$ cat src/rtl/tde_pkg.sv
package tde_pkg;

    localparam int DESC_W   = 32;
    localparam int LEN_W    = 16;

    // status field bit positions (status occupies word bits 31:16)
    localparam int ST_READY  = 15;
    localparam int ST_WRAP   = 13;
    localparam int ST_LAST   = 11;
    localparam int ST_CRC    = 10;
    localparam int ST_REJECT = 1;

    typedef enum logic [3:0] {
        S_IDLE,
        S_STS_REQ,
        S_STS_CAP,
        S_PTR_REQ,
        S_PTR_CAP,
        S_BYTE_REQ,
        S_BYTE_OUT,
        S_RETIRE,
        S_HALT
    } tde_state_e;

    function automatic logic len_bad(input logic [LEN_W-1:0] len, input int max_len);
        return (len == '0) || (int'(len) > max_len);
    endfunction

endpackage

$ cat src/rtl/tde_ring_ptr.sv
module tde_ring_ptr #(
    parameter int DEPTH = 8,
    localparam int IDX_W = (DEPTH > 1) ? $clog2(DEPTH) : 1
) (
    input  logic             clk,
    input  logic             rst_n,
    input  logic             advance,
    input  logic             wrap,
    output logic [IDX_W-1:0] idx
);
    localparam logic [IDX_W-1:0] LAST_IDX = IDX_W'(DEPTH - 1);

    always_ff @(posedge clk) begin
        if (!rst_n) begin
            idx <= '0;
        end else if (advance) begin
            if (wrap || (idx == LAST_IDX))
                idx <= '0;
            else
                idx <= idx + 1'b1;
        end
    end
endmodule

$ cat src/rtl/tde_byte_cnt.sv
module tde_byte_cnt #(
    parameter int LEN_W = 16
) (
    input  logic             clk,
    input  logic             rst_n,
    input  logic             clr,
    input  logic             inc,
    output logic [LEN_W-1:0] count
);
    always_ff @(posedge clk) begin
        if (!rst_n)
            count <= '0;
        else if (clr)
            count <= '0;
        else if (inc)
            count <= count + 1'b1;
    end
endmodule

$ cat src/rtl/tde_ctrl.sv
module tde_ctrl
    import tde_pkg::*;
#(
    parameter int IDX_W   = 3,
    parameter int ADDR_W  = 32,
    parameter int MAX_LEN = 1500
) (
    input  logic              clk,
    input  logic              rst_n,
    input  logic              kick,
    input  logic              stop_req,
    input  logic [IDX_W-1:0]  idx,
    input  logic [LEN_W-1:0]  count,
    input  logic [DESC_W-1:0] desc_rdata,
    input  logic [7:0]        buf_rdata,
    output logic              ptr_adv,
    output logic              ptr_wrap,
    output logic              cnt_clr,
    output logic              cnt_inc,
    output logic              desc_rd,
    output logic              desc_we,
    output logic [IDX_W:0]    desc_addr,
    output logic [DESC_W-1:0] desc_wdata,
    output logic              buf_rd,
    output logic [ADDR_W-1:0] buf_addr,
    output logic              tx_valid,
    output logic [7:0]        tx_data,
    output logic              tx_sof,
    output logic              tx_eof,
    output logic              tx_crc,
    output logic              stop_done
);
    tde_state_e         state_q, state_d;
    logic [15:0]        sts_q;
    logic [LEN_W-1:0]   len_q;
    logic [ADDR_W-1:0]  base_q;
    logic               reject_q;
    logic               in_frame_q;
    logic               in_frame_d;
    logic               stop_done_q;
    logic               last_byte;
    logic               cap_ready;
    logic               cap_bad;

    assign cap_ready = desc_rdata[16 + ST_READY];
    assign cap_bad   = len_bad(desc_rdata[LEN_W-1:0], MAX_LEN);
    assign last_byte = (count == (len_q - 1'b1));

    // frame state after the descriptor now retiring
    always_comb begin
        in_frame_d = in_frame_q;
        if (state_q == S_RETIRE && !reject_q)
            in_frame_d = !sts_q[ST_LAST];
    end

    // next-state logic
    always_comb begin
        state_d = state_q;
        unique case (state_q)
            S_IDLE: begin
                if (stop_req)
                    state_d = S_HALT;
                else if (kick)
                    state_d = S_STS_REQ;
            end
            S_STS_REQ:  state_d = S_STS_CAP;
            S_STS_CAP: begin
                if (!cap_ready)
                    state_d = S_IDLE;
                else if (cap_bad)
                    state_d = S_RETIRE;
                else
                    state_d = S_PTR_REQ;
            end
            S_PTR_REQ:  state_d = S_PTR_CAP;
            S_PTR_CAP:  state_d = S_BYTE_REQ;
            S_BYTE_REQ: state_d = S_BYTE_OUT;
            S_BYTE_OUT: state_d = last_byte ? S_RETIRE : S_BYTE_REQ;
            S_RETIRE: begin
                if (stop_req && !in_frame_d)
                    state_d = S_HALT;
                else
                    state_d = S_STS_REQ;
            end
            S_HALT: begin
                if (!stop_req)
                    state_d = S_IDLE;
            end
            default: state_d = S_IDLE;
        endcase
    end

    // state register and captured descriptor fields
    always_ff @(posedge clk) begin
        if (!rst_n) begin
            state_q     <= S_IDLE;
            sts_q       <= '0;
            len_q       <= '0;
            base_q      <= '0;
            reject_q    <= 1'b0;
            in_frame_q  <= 1'b0;
            stop_done_q <= 1'b0;
        end else begin
            state_q     <= state_d;
            in_frame_q  <= in_frame_d;
            stop_done_q <= (state_d == S_HALT) && (state_q != S_HALT);
            if (state_q == S_STS_CAP) begin
                sts_q    <= desc_rdata[31:16];
                len_q    <= desc_rdata[LEN_W-1:0];
                reject_q <= cap_bad;
            end
            if (state_q == S_PTR_CAP)
                base_q <= desc_rdata[ADDR_W-1:0];
        end
    end

    // outputs decoded from state
    always_comb begin
        desc_rd    = 1'b0;
        desc_we    = 1'b0;
        desc_addr  = {idx, 1'b0};
        desc_wdata = '0;
        buf_rd     = 1'b0;
        tx_valid   = 1'b0;
        tx_sof     = 1'b0;
        tx_eof     = 1'b0;
        tx_crc     = 1'b0;
        ptr_adv    = 1'b0;
        ptr_wrap   = 1'b0;
        cnt_clr    = 1'b0;
        cnt_inc    = 1'b0;
        unique case (state_q)
            S_IDLE, S_HALT, S_STS_CAP, S_PTR_CAP: ;
            S_STS_REQ: begin
                desc_rd = 1'b1;
                cnt_clr = 1'b1;
            end
            S_PTR_REQ: begin
                desc_rd   = 1'b1;
                desc_addr = {idx, 1'b1};
            end
            S_BYTE_REQ: buf_rd = 1'b1;
            S_BYTE_OUT: begin
                tx_valid = 1'b1;
                tx_sof   = (count == '0) && !in_frame_q;
                tx_eof   = last_byte && sts_q[ST_LAST];
                tx_crc   = last_byte && sts_q[ST_LAST] && sts_q[ST_CRC];
                cnt_inc  = 1'b1;
            end
            S_RETIRE: begin
                desc_we  = 1'b1;
                ptr_adv  = 1'b1;
                ptr_wrap = sts_q[ST_WRAP];
                desc_wdata[31:16]   = sts_q;
                desc_wdata[16 + ST_READY] = 1'b0;
                if (reject_q)
                    desc_wdata[16 + ST_REJECT] = 1'b1;
                desc_wdata[LEN_W-1:0] = len_q;
            end
            default: ;
        endcase
    end

    assign buf_addr  = base_q + ADDR_W'(count);
    assign tx_data   = tx_valid ? buf_rdata : 8'h00;
    assign stop_done = stop_done_q;

endmodule

$ cat src/rtl/tx_desc_engine.sv
module tx_desc_engine #(
    parameter int DEPTH   = 8,
    parameter int ADDR_W  = 32,
    parameter int MAX_LEN = 1500,
    localparam int IDX_W  = (DEPTH > 1) ? $clog2(DEPTH) : 1
) (
    input  logic              clk,
    input  logic              rst_n,
    input  logic              kick,
    input  logic              stop_req,
    output logic              stop_done,
    output logic              desc_rd,
    output logic              desc_we,
    output logic [IDX_W:0]    desc_addr,
    output logic [31:0]       desc_wdata,
    input  logic [31:0]       desc_rdata,
    output logic              buf_rd,
    output logic [ADDR_W-1:0] buf_addr,
    input  logic [7:0]        buf_rdata,
    output logic              tx_valid,
    output logic [7:0]        tx_data,
    output logic              tx_sof,
    output logic              tx_eof,
    output logic              tx_crc
);
    import tde_pkg::*;

    logic [IDX_W-1:0] idx;
    logic [LEN_W-1:0] count;
    logic             ptr_adv, ptr_wrap, cnt_clr, cnt_inc;

    tde_ring_ptr #(.DEPTH(DEPTH)) u_ptr (
        .clk     (clk),
        .rst_n   (rst_n),
        .advance (ptr_adv),
        .wrap    (ptr_wrap),
        .idx     (idx)
    );

    tde_byte_cnt #(.LEN_W(LEN_W)) u_cnt (
        .clk   (clk),
        .rst_n (rst_n),
        .clr   (cnt_clr),
        .inc   (cnt_inc),
        .count (count)
    );

    tde_ctrl #(
        .IDX_W   (IDX_W),
        .ADDR_W  (ADDR_W),
        .MAX_LEN (MAX_LEN)
    ) u_ctrl (
        .clk        (clk),
        .rst_n      (rst_n),
        .kick       (kick),
        .stop_req   (stop_req),
        .idx        (idx),
        .count      (count),
        .desc_rdata (desc_rdata),
        .buf_rdata  (buf_rdata),
        .ptr_adv    (ptr_adv),
        .ptr_wrap   (ptr_wrap),
        .cnt_clr    (cnt_clr),
        .cnt_inc    (cnt_inc),
        .desc_rd    (desc_rd),
        .desc_we    (desc_we),
        .desc_addr  (desc_addr),
        .desc_wdata (desc_wdata),
        .buf_rd     (buf_rd),
        .buf_addr   (buf_addr),
        .tx_valid   (tx_valid),
        .tx_data    (tx_data),
        .tx_sof     (tx_sof),
        .tx_eof     (tx_eof),
        .tx_crc     (tx_crc),
        .stop_done  (stop_done)
    );
endmodule

$ cat config.mk
export PLATFORM = sky130hd
export DESIGN_NAME = tx_desc_engine
export DESIGN_NICKNAME = d
export VERILOG_FILES = /design/src/rtl/tde_pkg.sv /design/src/rtl/tde_ring_ptr.sv /design/src/rtl/tde_byte_cnt.sv /design/src/rtl/tde_ctrl.sv /design/src/rtl/tx_desc_engine.sv
export SDC_FILE = /design/constraint.sdc
export NUM_CORES = 1
export LEC_CHECK = 0
export ABC_CLOCK_PERIOD_IN_PS = 3500
export BUFFER_PORTS_ARGS = -buffer_cell sky130_fd_sc_hd__buf_2
export CAP_MARGIN = 20
export CORE_ASPECT_RATIO = 1.4
export CORE_MARGIN = 5
export CORE_UTILIZATION = 38
export CTS_BUF_LIST = sky130_fd_sc_hd__clkbuf_16
export DETAILED_ROUTE_END_ITERATION = 8
export HOLD_SLACK_MARGIN = 0.05
export PLACE_DENSITY = 0.63
export SLEW_MARGIN = 10
export SYNTH_ARGS = -nofsm -noshare
export SYNTH_HDL_FRONTEND = slang
export SYNTH_SLANG_ARGS = --single-unit
export TNS_END_PERCENT = 100
$ cat constraint.sdc
create_clock -name clk -period 3.5 [get_ports clk]
set_clock_uncertainty 0.1 [all_clocks]
set_input_delay 0.35 -clock clk [delete_from_list [all_inputs] [get_ports clk]]
set_output_delay 0.35 -clock clk [all_outputs]
set_load 0.02 [all_outputs]
# == Word level (Yosys, flattened, before mapping) ==
# Cells that the tools add are included.
# totals
ff_bits,89
out_inout_bits,84
# classes
mux,23
n_bitwise,1
reduce_logical,17
add_sub_neg,4
magnitude_cmp,1
n_eq_ne,12
# op_table
operator,count
case mux 4 bit (9 select lines),1
adder 32 x 16 -> 32 bit,1
zero test 16 bit,2
2-to-1 mux 31 bit,1
2-to-1 mux 4 bit,5
adder 16 x 1 -> 16 bit (second input constant),1
equality test 16 bit,1
equality test 4 x 3 -> 1 bit (second input constant),4
greater-than comparator 16 x 11 -> 1 bit (second input constant),1
subtractor 16 x 1 -> 16 bit (second input constant),1
2-to-1 mux 1 bit,12
equality test 4 x 2 -> 1 bit (second input constant),2
equality test 4 bit (second input constant),2
2-to-1 mux 8 bit,1
logical AND 1 bit,6
2-to-1 mux 3 bit,2
equality test 4 x 1 -> 1 bit (second input constant),1
zero test 1 bit,4
zero test 4 bit,1
!= test 4 bit (second input constant),1
OR reduction 2 bit,2
adder 3 x 1 -> 3 bit (second input constant),1
equality test 3 bit (second input constant),1
logical OR 1 bit,2
other kinds (2),2

# == Depth between registers and ports, before layout ==
# Gate-level depths: netlist of run 1.
# depth
ltp_word,9
ltp_mapped,10

# == Hierarchy ==
# From an unflattened synthesis of run 1, not the netlist that was laid out.
# unflattened
hier_cells,713
hier_area_um2,5561.6
# modules_own_cells
module,cells_per_inst,area_each_um2,seq_area_each_um2,instances
tde_ctrl,617,4684.5,1401.3,1
tde_byte_cnt,82,708.2,320.3,1
tde_ring_ptr,14,168.9,60.1,1

# == Least setup slack after synthesis of run 1 ==
# OpenSTA, ideal clock, no wires.
# synth_timing
kind,register to output
startpoint,reg u_cnt.count[0]
endpoint,out buf_addr[26]
stages_incl_launch_ff,11
required_ps,3050
arrival_ps,2591
setup_slack_ps,459
cell_sequence,dfxtp_1 > ha_1 > inv_1 > fa_1 > nor2b_1 > o21ai_0 > a211oi_1 > nor4_1 > o41ai_2 > o2111ai_1 > xnor2_1
# synth_between
elab_chain_len,1
# synth_rtl
item,line_no,source
from (decl),tde_byte_cnt.sv:8,output logic [LEN_W-1:0] count
from (signal assigned),tde_byte_cnt.sv:16,count <= count + 1'b1;
adder 32 x 16 -> 32 bit,tde_ctrl.sv:164,assign buf_addr = base_q + ADDR_W'(count);
to (decl),tx_desc_engine.sv:18,"output logic [ADDR_W-1:0] buf_addr,"
# Every way passes these cells.

# == Worst setup path after layout of run 1 ==
# layout_timing
startpoint,reg u_cnt.count[4]
endpoint,out buf_addr[23]
# Same word-level chain as after synthesis.

==> results of run 1 <==
-- final cells by class --
| cell class | instances | area, um^2 | area share [%] |
|---|---|---|---|
| clock buffer | 9 | 225 | 3.28 |
| clock inverter | 7 | 95.1 | 1.38 |
| inverter | 19 | 71.3 | 1.04 |
| multi-input combinational | 584 | 3650 | 53.2 |
| sequential | 89 | 1790 | 26.0 |
| tap | 189 | 236 | 3.44 |
| timing repair buffer | 147 | 801 | 11.7 |
-- sequential cells by signal, indices dropped and copies added, names as in the netlist --
register           cells
u_ctrl.stop_done       1
u_cnt.count           16
u_ctrl.sts_q          15
u_ctrl.base_q         32
u_ctrl.len_q          16
u_ctrl.state_q         4
u_ctrl.in_frame_q      1
u_ctrl.reject_q        1
u_ptr.idx              3
-- cell usage in the layout, fill, tap and decap left out, types with 3 or more instances in the layout --
| cell | instances |
|---|---|
| and4_1 | 3 |
| a21boi_0 | 66 |
| nor4_1 | 8 |
| dfxtp_1 | 85 |
| nor3_1 | 12 |
| nand3b_1 | 3 |
| inv_8 | 3 |
| xor2_1 | 30 |
| dfxtp_2 | 3 |
| and3_1 | 7 |
| o21ai_0 | 12 |
| buf_2 | 124 |
| ha_1 | 19 |
| or3_1 | 8 |
| inv_1 | 19 |
| and2_1 | 39 |
| clkbuf_16 | 9 |
| nand2b_1 | 9 |
| nor2_1 | 47 |
| a21o_1 | 16 |
| a31oi_1 | 3 |
| o2111ai_1 | 3 |
| nand2_1 | 160 |
| nand4_1 | 9 |
| a21oi_1 | 29 |
| buf_4 | 22 |
| mux2i_1 | 3 |
| xnor2_1 | 28 |
| nand3_1 | 9 |
| nor2b_1 | 7 |
-- worst max-delay path: stages, from the launching register on --
cell and delay [ns]:
dfxtp_1 0.46, ha_1 0.31, inv_1 0.13, nor2_1 0.06, a311o_1 0.41, a221oi_4 0.37
o41a_1 0.18, buf_4 0.16, nor2_1 0.07, xnor2_1 0.17, buf_2 0.20
-- final timing paths --
check / from / end
max: u_cnt.count[4] / buf_addr[23]
min: desc_rdata[29] / u_ctrl.sts_q[13]
max reg2reg: u_ctrl.len_q[1] / u_ctrl.state_q[1]
min reg2reg: u_ctrl.base_q[5] / u_ctrl.base_q[5]
-- cells by family (layout without fill, tap and decap cells) --
logic type	after synthesis	count (layout)	synth area share [%]
adder cells (fa/ha/maj)	22	22	5.00
AO/OA/AOI/OAI	159	159	20.1
AND/OR/NAND/NOR	341	341	29.2
other	1	1	0.0663
flip-flops	89	89	31.5
buffers and inverters	65	182	4.69
XOR/XNOR	58	58	8.98
multiplexers	3	3	0.531
-- metrics by stage --
step	util (%)	power (W)	setup WS, ns	cells	instance area [um^2]
finish	47.2	0.00226	0.179	1044	6870
global route	47.2	0.00234	-0.00453	1044	6870
CTS	46.7	0.00228	0.00813	1041	6810
detailed placement	44.4	0.00126	0.224	1024	6470
global placement	44.3	0.00125	0.233	1023	6460
floorplan	-	0.00118	0.459	738	5660
-- timing repair --
item / in CTS / in global routing
hold endpoints to repair: 0 / 0
setup buffers: 1 / 3
resized for setup: 3 / 12
endpoints found under the setup margin: 13 / 18
hold buffers: 0 / 0
pin swaps: 1 / 4
-- cells in the mapped netlist, drive strengths merged (3+ instances only) --
cell type and number:
clkbuf 41, nand3b 3, inv 19, a211oi 3, xnor2 28, nand2 160, o21ai 13, and4 3
nand3 9, nor4 10, a31oi 3, or3 9, buf 5, nor2 49, nor2b 7, a21boi 66
nor3 14, o2111ai 3, nand2b 9, dfxtp 89, nand4 9, a21oi 29, and3 8, and2 40
a21o 17, xor2 30, ha 21, mux2i 3
-- per-layer routing --
layer	track usage [%]	wire length (um)
met5	0	0
met2	35.2	8660
met3	4.53	905
met4	7.90	581
met1	19.7	6420
-- power groups by stage --
stage / clock (W) / combinational (W) / sequential [W]
2_1_floorplan: 0 / 0.000123 / 0.00106
3_3_place_gp: 0 / 0.000185 / 0.00107
3_5_place_dp: 0 / 0.000187 / 0.00107
4_1_cts: 0.00105 / 0.000188 / 0.00104
5_1_grt: 0.00109 / 0.000212 / 0.00105
6_report: 0.00102 / 0.000193 / 0.00104
==> key figures, run 1 <==
Detailed routing
  – Antenna-violating nets left: 0
  – # DRC: 0
  – Avg WL per Cell: 15.9 um
  – 1st-pass router iterations: 4
  – DR vias: 5424
  – Iter 0 DRT Violations: 260
  – DR vias/cell: 5.20
  – Final WL: 16600 um

Clock network
  – H-tree levels: 3
  – CTS tree: built
  – Total CTS buffers: 9
  – Clk buf depth: 2
  – CTS Root Cell: clkbuf_16
  – Skew-Pair Late Insertion Delay: 0.34 ns
  – CTS sink count: 89
  – Worst-path clk slew: 0.07 ns

Pwr
  – Leakage: 3.07 nW
  – Max IR drop VDD: 0.000213 V
  – Clk pwr share: 45.3%
  – Pwr dens: 329 nW/um^2
  – Power share of the combinational group: 8.5%
  – P_int: 0.00168 W
  – Psw: 0.000579 W
  – Switch share: 25.6%
  – Flop pwr share: 46.2%

Yosys
  – Mapped Nets: 804
  – Number of synthesized flops with an enable pin: 0
  – Synthesis Warnings: 0
  – Syn Inst Count: 738
  – FFs w/ async S/R, synth: 0%
  – #FFs+latches synth: 89
  – Synth Flop Type: dfxtp_1
  – Yosys top cell area share: 31.5%
  – Sequential share of the synthesized area: 31.5%
  – Netlist cell types: 65
  – Mapped Avg Cell Area: 7.66 um^2
  – Synth area leaders: dfxtp_1 32%, nand2_1 11%, a21boi_0 8.8%
  – Yosys top cell by area: dfxtp_1
  – Post-synthesis cell area: 5660 um^2

GRT
  – Vias in the first global route: 5394
  – GRT Overall Usage: 18.8%
  – GRT overflow: 0
  – Largest net degree at the start of global routing: 45
  – Wire length of the first global-routing pass: 26800 um
  – Antenna violations before repair: 0

Timing
  – Worst-Margin Slew: 0.768 ns
  – Setup TNS: 0 ns
  – Final worst path period share: 94.9%
  – Setup violators final: 0
  – Fin crit period: 3.32 ns
  – Pins Over Slew Limit: 0
  – RSZ-0062 raised after global routing: true
  – Hold WS: 0.157 ns
  – Final hold vios: 0
  – Max Freq: 301 MHz
  – Slew margin rel.: 48.7%

Layout
  – Ant. Diodes: 0
  – Layout cells sized above 1: 22.1%
  – Area Growth Syn to Fin: 21.5%
  – Final Net Count: 916
  – Fillers: 1507

Placement
  – I/O Buffers: 126
  – Routability cong.: 0.820
  – HPWL Detailed: 12900 um

Setup path
  – Critical path class: register to output port
  – Worst Reg2Reg Path Length in Cells: 9
  – Element type at the critical path end: output port
  – Crit-path max FO: 8
  – CP Data Required Time: 3.05 ns
  – Arrival time at the worst endpoint: 2.87 ns
  – Worst Setup Start Kind: register
  – FF-to-FF setup slack: 0.96 ns

Floorplanning
  – Chip Height: 154 um
  – Die area: 17500 um^2
  – Cell row count: 52
  – Die W: 113 um
  – Initial core utilization: 38.8%
  – Ports: 128
  – Core area: 14600 um^2

Hold path
  – Min-Delay Path Class: primary input to register
  – Number of cells on the worst hold path: 3

Job
  – Max cap viols: 0

Status
  – Status: finished clean
No activity file was read; power rests on OpenSTA's default activity.
==> inputs of run 2 (changes only) <==
--- a/config.mk
+++ b/config.mk
@@ -11,8 +11,9 @@
 export CORE_ASPECT_RATIO = 1.4
 export CORE_MARGIN = 5
 export CORE_UTILIZATION = 38
-export CTS_BUF_LIST = sky130_fd_sc_hd__clkbuf_16
+export CTS_BUF_LIST = sky130_fd_sc_hd__clkbuf_8 sky130_fd_sc_hd__clkbuf_16
 export DETAILED_ROUTE_END_ITERATION = 8
+export GPL_TIMING_DRIVEN = 0
 export HOLD_SLACK_MARGIN = 0.05
 export PLACE_DENSITY = 0.63
 export SLEW_MARGIN = 10
==> run 2 against run 1 <==
Setup slack lost 0.046 ns. Wire length decreased by 0.36%. Clock power about the same. Global-route usage increased by 0.13 points. Register-to-register slack worse by 0.12 ns. Sequential power about the same. Clock-buffer cell count unchanged. Critical path depth is 1 higher. Critical path type unchanged.
==> key figures, run 2 (synthesis gave the netlist of run 1 again) <==
Timing
  – Setup violators final: 0
  – Final worst path period share: 96.2%
  – Worst-Margin Slew: 0.930 ns
  – Fin crit period: 3.37 ns
  – Final hold vios: 0
  – Max Freq: 297 MHz
  – Setup TNS: 0 ns
  – Slew margin rel.: 36.4%
  – Pins Over Slew Limit: 0
  – RSZ-0062 raised after global routing: true

Floorplanning
  – Ports: 128
  – Die area: 17500 um^2
  – Core area: 14600 um^2
  – Initial core utilization: 38.8%
  – Chip Height: 154 um
  – Cell row count: 52
  – Die W: 113 um

Detailed routing
  – Avg WL per Cell: 15.3 um
  – DR vias/cell: 5.08
  – DR vias: 5467
  – # DRC: 0
  – Antenna-violating nets left: 0
  – Iter 0 DRT Violations: 159
  – 1st-pass router iterations: 4
  – Final WL: 16500 um

Clock network
  – CTS Root Cell: clkbuf_16
  – CTS sink count: 89
  – Total CTS buffers: 9
  – CTS Hold Buffers Added: 0
  – CTS tree: built
  – H-tree levels: 3
  – Clk buf depth: 2
  – Worst-path clk slew: 0.07 ns
  – Skew-Pair Late Insertion Delay: 0.35 ns

Placement
  – I/O Buffers: 126
  – Routability cong.: 0.869
  – HPWL Detailed: 13400 um

Setup path
  – Critical path cell sequence: inv_2 > ha_4 > or4b_4 > buf_6 > nor2_8 > nor2_2 > a2111o_1 > nor4_2 > nand4_1 > nor3_2 > buf_4
  – CP Buf/Inv Count: 3
  – Worst path max stage delay: 0.46 ns
  – CP Data Required Time: 3.05 ns
  – Crit path from: u_ctrl.len_q[0]
  – CP top delay family: simple AND/OR/NAND/NOR gates
  – Crit path max-delay cell type: or4b_4
  – Worst Reg2Reg Path Length in Cells: 11
  – Element type at the critical path end: output port
  – Crit-path max FO: 6
  – Worst Setup Start Kind: register
  – Arrival time at the worst endpoint: 2.92 ns
  – FF-to-FF setup slack: 0.84 ns
  – Critical path class: register to output port
  – Worst R2R End: u_ctrl.state_q[1]
  – Worst reg2reg path startpoint: u_ctrl.len_q[0]

Layout
  – Most frequent cells in the layout: 160 x nand2_1, 127 x buf_2, 84 x dfxtp_1
  – Ant. Diodes: 0
  – Area of the multi-input gates: 3660 um^2
  – Top reg by flops: u_ctrl.base_q
  – Final Net Count: 949
  – Post-layout util: 47.7%
  – Most common cell after layout, fill and taps aside: nand2_1
  – Layout cells sized above 1: 20.6%
  – Max reg flops: 32
  – Biggest regs: u_ctrl.base_q x32, u_cnt.count x16, u_ctrl.len_q x16
  – Register area: 1790 um^2
  – Fillers: 1581
  – Area Growth Syn to Fin: 23.0%

Hold path
  – Hold wc startpoint: desc_rdata[20]
  – Hold endpoint: u_ctrl.sts_q[4]
  – Number of cells on the worst hold path: 3
  – Min-Delay Path Class: primary input to register

GRT
  – GRT Overall Usage: 18.9%
  – Vias in the first global route: 5415
  – Antenna violations before repair: 2
  – GRT overflow: 0
  – Largest net degree at the start of global routing: 18
  – Wire length of the first global-routing pass: 26900 um

Status
  – Status: finished clean

Pwr
  – Leakage: 3.08 nW
  – Max IR drop VDD: 0.000235 V
  – Pwr Total: 0.00226 W
  – Pwr dens: 325 nW/um^2

Job
  – Max cap viols: 0
[run 2: changes by cell type in the layout (fill, tap and decap cells not counted), sizes merged]
cell,change
clkbuf,+40
buf,-7
clkinvlp,-1
inv,+1
[run 2: per-layer routing]
| layer | GRT usage [%] | vias up | part of all wire, % |
|---|---|---|---|
| met5 | 0 | - | 0.16 |
| met2 | 35.1 | 134 | 52 |
| met4 | 6.30 | 4 | 2.1 |
| met1 | 20.4 | 2493 | 40 |
| met3 | 5.47 | 28 | 6.6 |
| li1 | - | 2808 | - |
[run 2: repair_timing]
action | 4_1_cts | 5_1_grt
gates cloned | 0 | 0
buffers inserted | 4 | 4
resized for setup | 4 | 15
pin swaps | 4 | 5
setup endpoints to repair | 18 | 16
[run 2: how the worst max path moves through the flow]
| stage | to | depth (start not counted) |
|---|---|---|
| final | tx_crc | 11 |
| after global routing | tx_crc | 11 |
| after CTS | buf_addr[13] | 9 |
| after detailed placement | buf_addr[26] | 11 |
| after global placement | buf_addr[26] | 11 |
| after floorplan | buf_addr[26] | 10 |
[run 2: report_power, final]
group,internal (W),switching (W)
clock,0.000568,0.000448
sequential,0.00103,0.0000128
combinational,0.0000867,0.000118
total,0.00168,0.000579
[run 2: final cells by class]
type                    count  area share [%]
inverters                  19            1.03
well taps                 189            3.40
multi-input cells         584            52.6
flip-flops and latches     89            25.7
clock inverters             7            1.21
plain buffers              45            2.73
clock buffers               9            3.24
repair buffers            135            10.1
[run 2: worst reg2reg max path: cells and delay by family (launching register included)]
| family | cells | cell delay (ns) |
|---|---|---|
| AO/OA/AOI/OAI | 2 | 0.50 |
| adder cells (fa/ha/maj) | 1 | 0.17 |
| buffers and inverters | 3 | 0.46 |
| flip-flops | 1 | 0.35 |
| AND/OR/NAND/NOR | 5 | 1.03 |
[run 2: per-stage QoR]
stage | worst slack (ns) | area (um^2) | cells | hold slack [ns]
floorplan | 0.459 | 5660 | 738 | 0.339
global placement | -0.0742 | 6520 | 1053 | 0.350
detailed placement | -0.111 | 6530 | 1054 | 0.359
CTS | 0.0120 | 6880 | 1074 | 0.145
global route | -0.0331 | 6960 | 1077 | 0.159
finish | 0.133 | 6960 | 1077 | 0.150
==> inputs of run 3 (changes only) <==
--- a/config.mk
+++ b/config.mk
@@ -6,16 +6,17 @@
 export NUM_CORES = 1
 export LEC_CHECK = 0
 export ABC_CLOCK_PERIOD_IN_PS = 3500
-export BUFFER_PORTS_ARGS = -buffer_cell sky130_fd_sc_hd__buf_2
+export BUFFER_PORTS_ARGS = -buffer_cell sky130_fd_sc_hd__buf_4
 export CAP_MARGIN = 20
+export CELL_PAD_IN_SITES_DETAIL_PLACEMENT = 1
+export CELL_PAD_IN_SITES_GLOBAL_PLACEMENT = 1
 export CORE_ASPECT_RATIO = 1.4
 export CORE_MARGIN = 5
 export CORE_UTILIZATION = 38
-export CTS_BUF_LIST = sky130_fd_sc_hd__clkbuf_8 sky130_fd_sc_hd__clkbuf_16
 export DETAILED_ROUTE_END_ITERATION = 8
 export GPL_TIMING_DRIVEN = 0
 export HOLD_SLACK_MARGIN = 0.05
-export PLACE_DENSITY = 0.63
+export PLACE_DENSITY = 0.81
 export SLEW_MARGIN = 10
 export SYNTH_ARGS = -nofsm -noshare
 export SYNTH_HDL_FRONTEND = slang
==> run 3 against run 2 <==
Sequential share of layout area fell by 1.5 points. Clock power up 4%. Utilization up 3.0 points. Largest cell class unchanged. Critical endpoint unchanged.
==> key figures, run 3 (synthesis gave the netlist of run 1 again) <==
Detailed routing
  – Final WL: 19300 um
  – Iter 0 DRT Violations: 183
  – Antenna-violating nets left: 0
  – # DRC: 0
  – DR vias: 5753
  – Avg WL per Cell: 17.9 um
  – DR vias/cell: 5.32
  – 1st-pass router iterations: 4

GRT
  – Antenna violations before repair: 0
  – GRT overflow: 0
  – GRT Overall Usage: 22.1%
  – Largest net degree at the start of global routing: 15
  – Vias in the first global route: 6046
  – Wire length of the first global-routing pass: 31300 um

Timing
  – Max Freq: 294 MHz
  – Pins Over Slew Limit: 0
  – Slew margin rel.: 28.6%
  – Fin crit period: 3.41 ns
  – Setup violators final: 0
  – Worst-Margin Slew: 1.04 ns
  – Final hold vios: 0
  – Hold WS: 0.178 ns
  – Final worst path period share: 97.3%

Floorplanning
  – Die W: 113 um
  – Chip Height: 154 um
  – Die area: 17500 um^2
  – Core area: 14600 um^2
  – Initial core utilization: 38.8%
  – Cell row count: 52
  – Ports: 128

Layout
  – Post-Layout Inst Area: 7390 um^2
  – Ant. Diodes: 0
  – Layout cells sized above 1: 21.6%
  – Area Growth Syn to Fin: 30.6%
  – Most common cell after layout, fill and taps aside: nand2_1
  – Final Instance Count excl. Fillers: 1081
  – Biggest regs: u_ctrl.base_q x32, u_cnt.count x16, u_ctrl.len_q x16
  – Post-layout util: 50.7%
  – Most frequent cells in the layout: 160 x nand2_1, 139 x buf_4, 84 x dfxtp_1
  – Top reg by flops: u_ctrl.base_q
  – Max reg flops: 32
  – Final Net Count: 953

Clock network
  – Clk buf depth: 2
  – CTS Root Cell: clkbuf_16
  – Worst-path clk slew: 0.07 ns
  – CTS tree: built
  – Total CTS buffers: 9
  – Skew-Pair Late Insertion Delay: 0.34 ns
  – H-tree levels: 3
  – CTS sink count: 89

Setup path
  – Worst Reg2Reg Path Length in Cells: 12
  – Critical path class: register to output port
  – CP Data Required Time: 3.05 ns
  – Critical path cell sequence: inv_2 > ha_4 > or4b_4 > buf_6 > nor2_8 > nor2_2 > a2111o_1 > nor4_2 > nand4_1 > nor3_2 > buf_4
  – FF-to-FF setup slack: 0.69 ns
  – Worst path max stage delay: 0.46 ns
  – CP top delay family: simple AND/OR/NAND/NOR gates
  – CP Buf/Inv Count: 3
  – Arrival time at the worst endpoint: 2.96 ns
  – Worst Setup Start Kind: register
  – Worst R2R End: u_ctrl.state_q[1]
  – Crit-path max FO: 5
  – Worst reg2reg path startpoint: u_ctrl.len_q[1]
  – Crit path max-delay cell type: or4b_4
  – Element type at the critical path end: output port

Pwr
  – Leakage: 3.15 nW
  – Pwr dens: 317 nW/um^2
  – Pwr Total: 0.00234 W
  – Max IR drop VDD: 0.000250 V

Hold path
  – Number of cells on the worst hold path: 3
  – Min-Delay Path Class: primary input to register
  – Hold wc startpoint: desc_rdata[19]
  – Hold endpoint: u_ctrl.base_q[19]

Placement
  – Routability cong.: 0.890
  – DP Cell Count: 1053
  – HPWL Detailed: 14900 um
  – I/O Buffers: 126
  – Placed inst area: 6840 um^2

Job
  – Max cap viols: 0

Status
  – Status: finished clean
-- run 3: worst max path at each step --
stage,endpoint,slack (ns),from,depth (start not counted)
floorplan,buf_addr[26],0.46,u_cnt.count[0],10
global placement,buf_addr[30],-0.04,u_cnt.count[0],11
detailed placement,buf_addr[26],-0.05,u_cnt.count[0],11
finish,tx_crc,0.09,u_ctrl.len_q[1],11
CTS,tx_crc,0.02,u_ctrl.len_q[0],11
global route,tx_crc,-0.07,u_ctrl.len_q[2],9
-- run 3: tightest hold or removal path, stage by stage --
cell,delay (ns)
buf_4,0.11
nand2_1,0.04
a21boi_0,0.06
-- run 3: cell type report --
type	count	area, um^2
timing repair buffer	139	1060
inverter	19	71.3
tap	189	236
clock inverter	4	76.3
buffer	45	190
clock buffer	12	246
multi-input combinational	584	3720
fill	1828	7190
sequential	89	1790
-- run 3: report_power, final --
group | switching [W] | internal, W | total [W]
logic | 0.000128 | 0.000109 | 0.000237
clock network | 0.000414 | 0.000648 | 0.00106
registers | 0.0000142 | 0.00103 | 0.00104
-- run 3: repair_timing --
item,in CTS,in global routing
pin swaps,3,12
gates resized for setup,4,22
setup buffers,4,9
hold buffers,0,0
setup endpoints to repair,15,16
-- run 3: metal layers --
layer	wire [um]	part of all wire [%]	vias up	GRT usage, %
li1	-	-	2811	-
met1	7280	38	2767	24.0
met2	10500	54	142	42.2
met3	1020	5.3	33	3.79
met4	507	2.6	0	7.73
met5	0	0	-	0
-- run 3: metrics by stage --
| step | setup slack (ns) | TNS (ns) |
|---|---|---|
| after floorplan | 0.459 | 0 |
| after global placement | -0.0435 | -0.0922 |
| after detailed placement | -0.0524 | -0.121 |
| after CTS | 0.0212 | 0 |
| after global routing | -0.0685 | -0.0798 |
| final | 0.0939 | 0 |
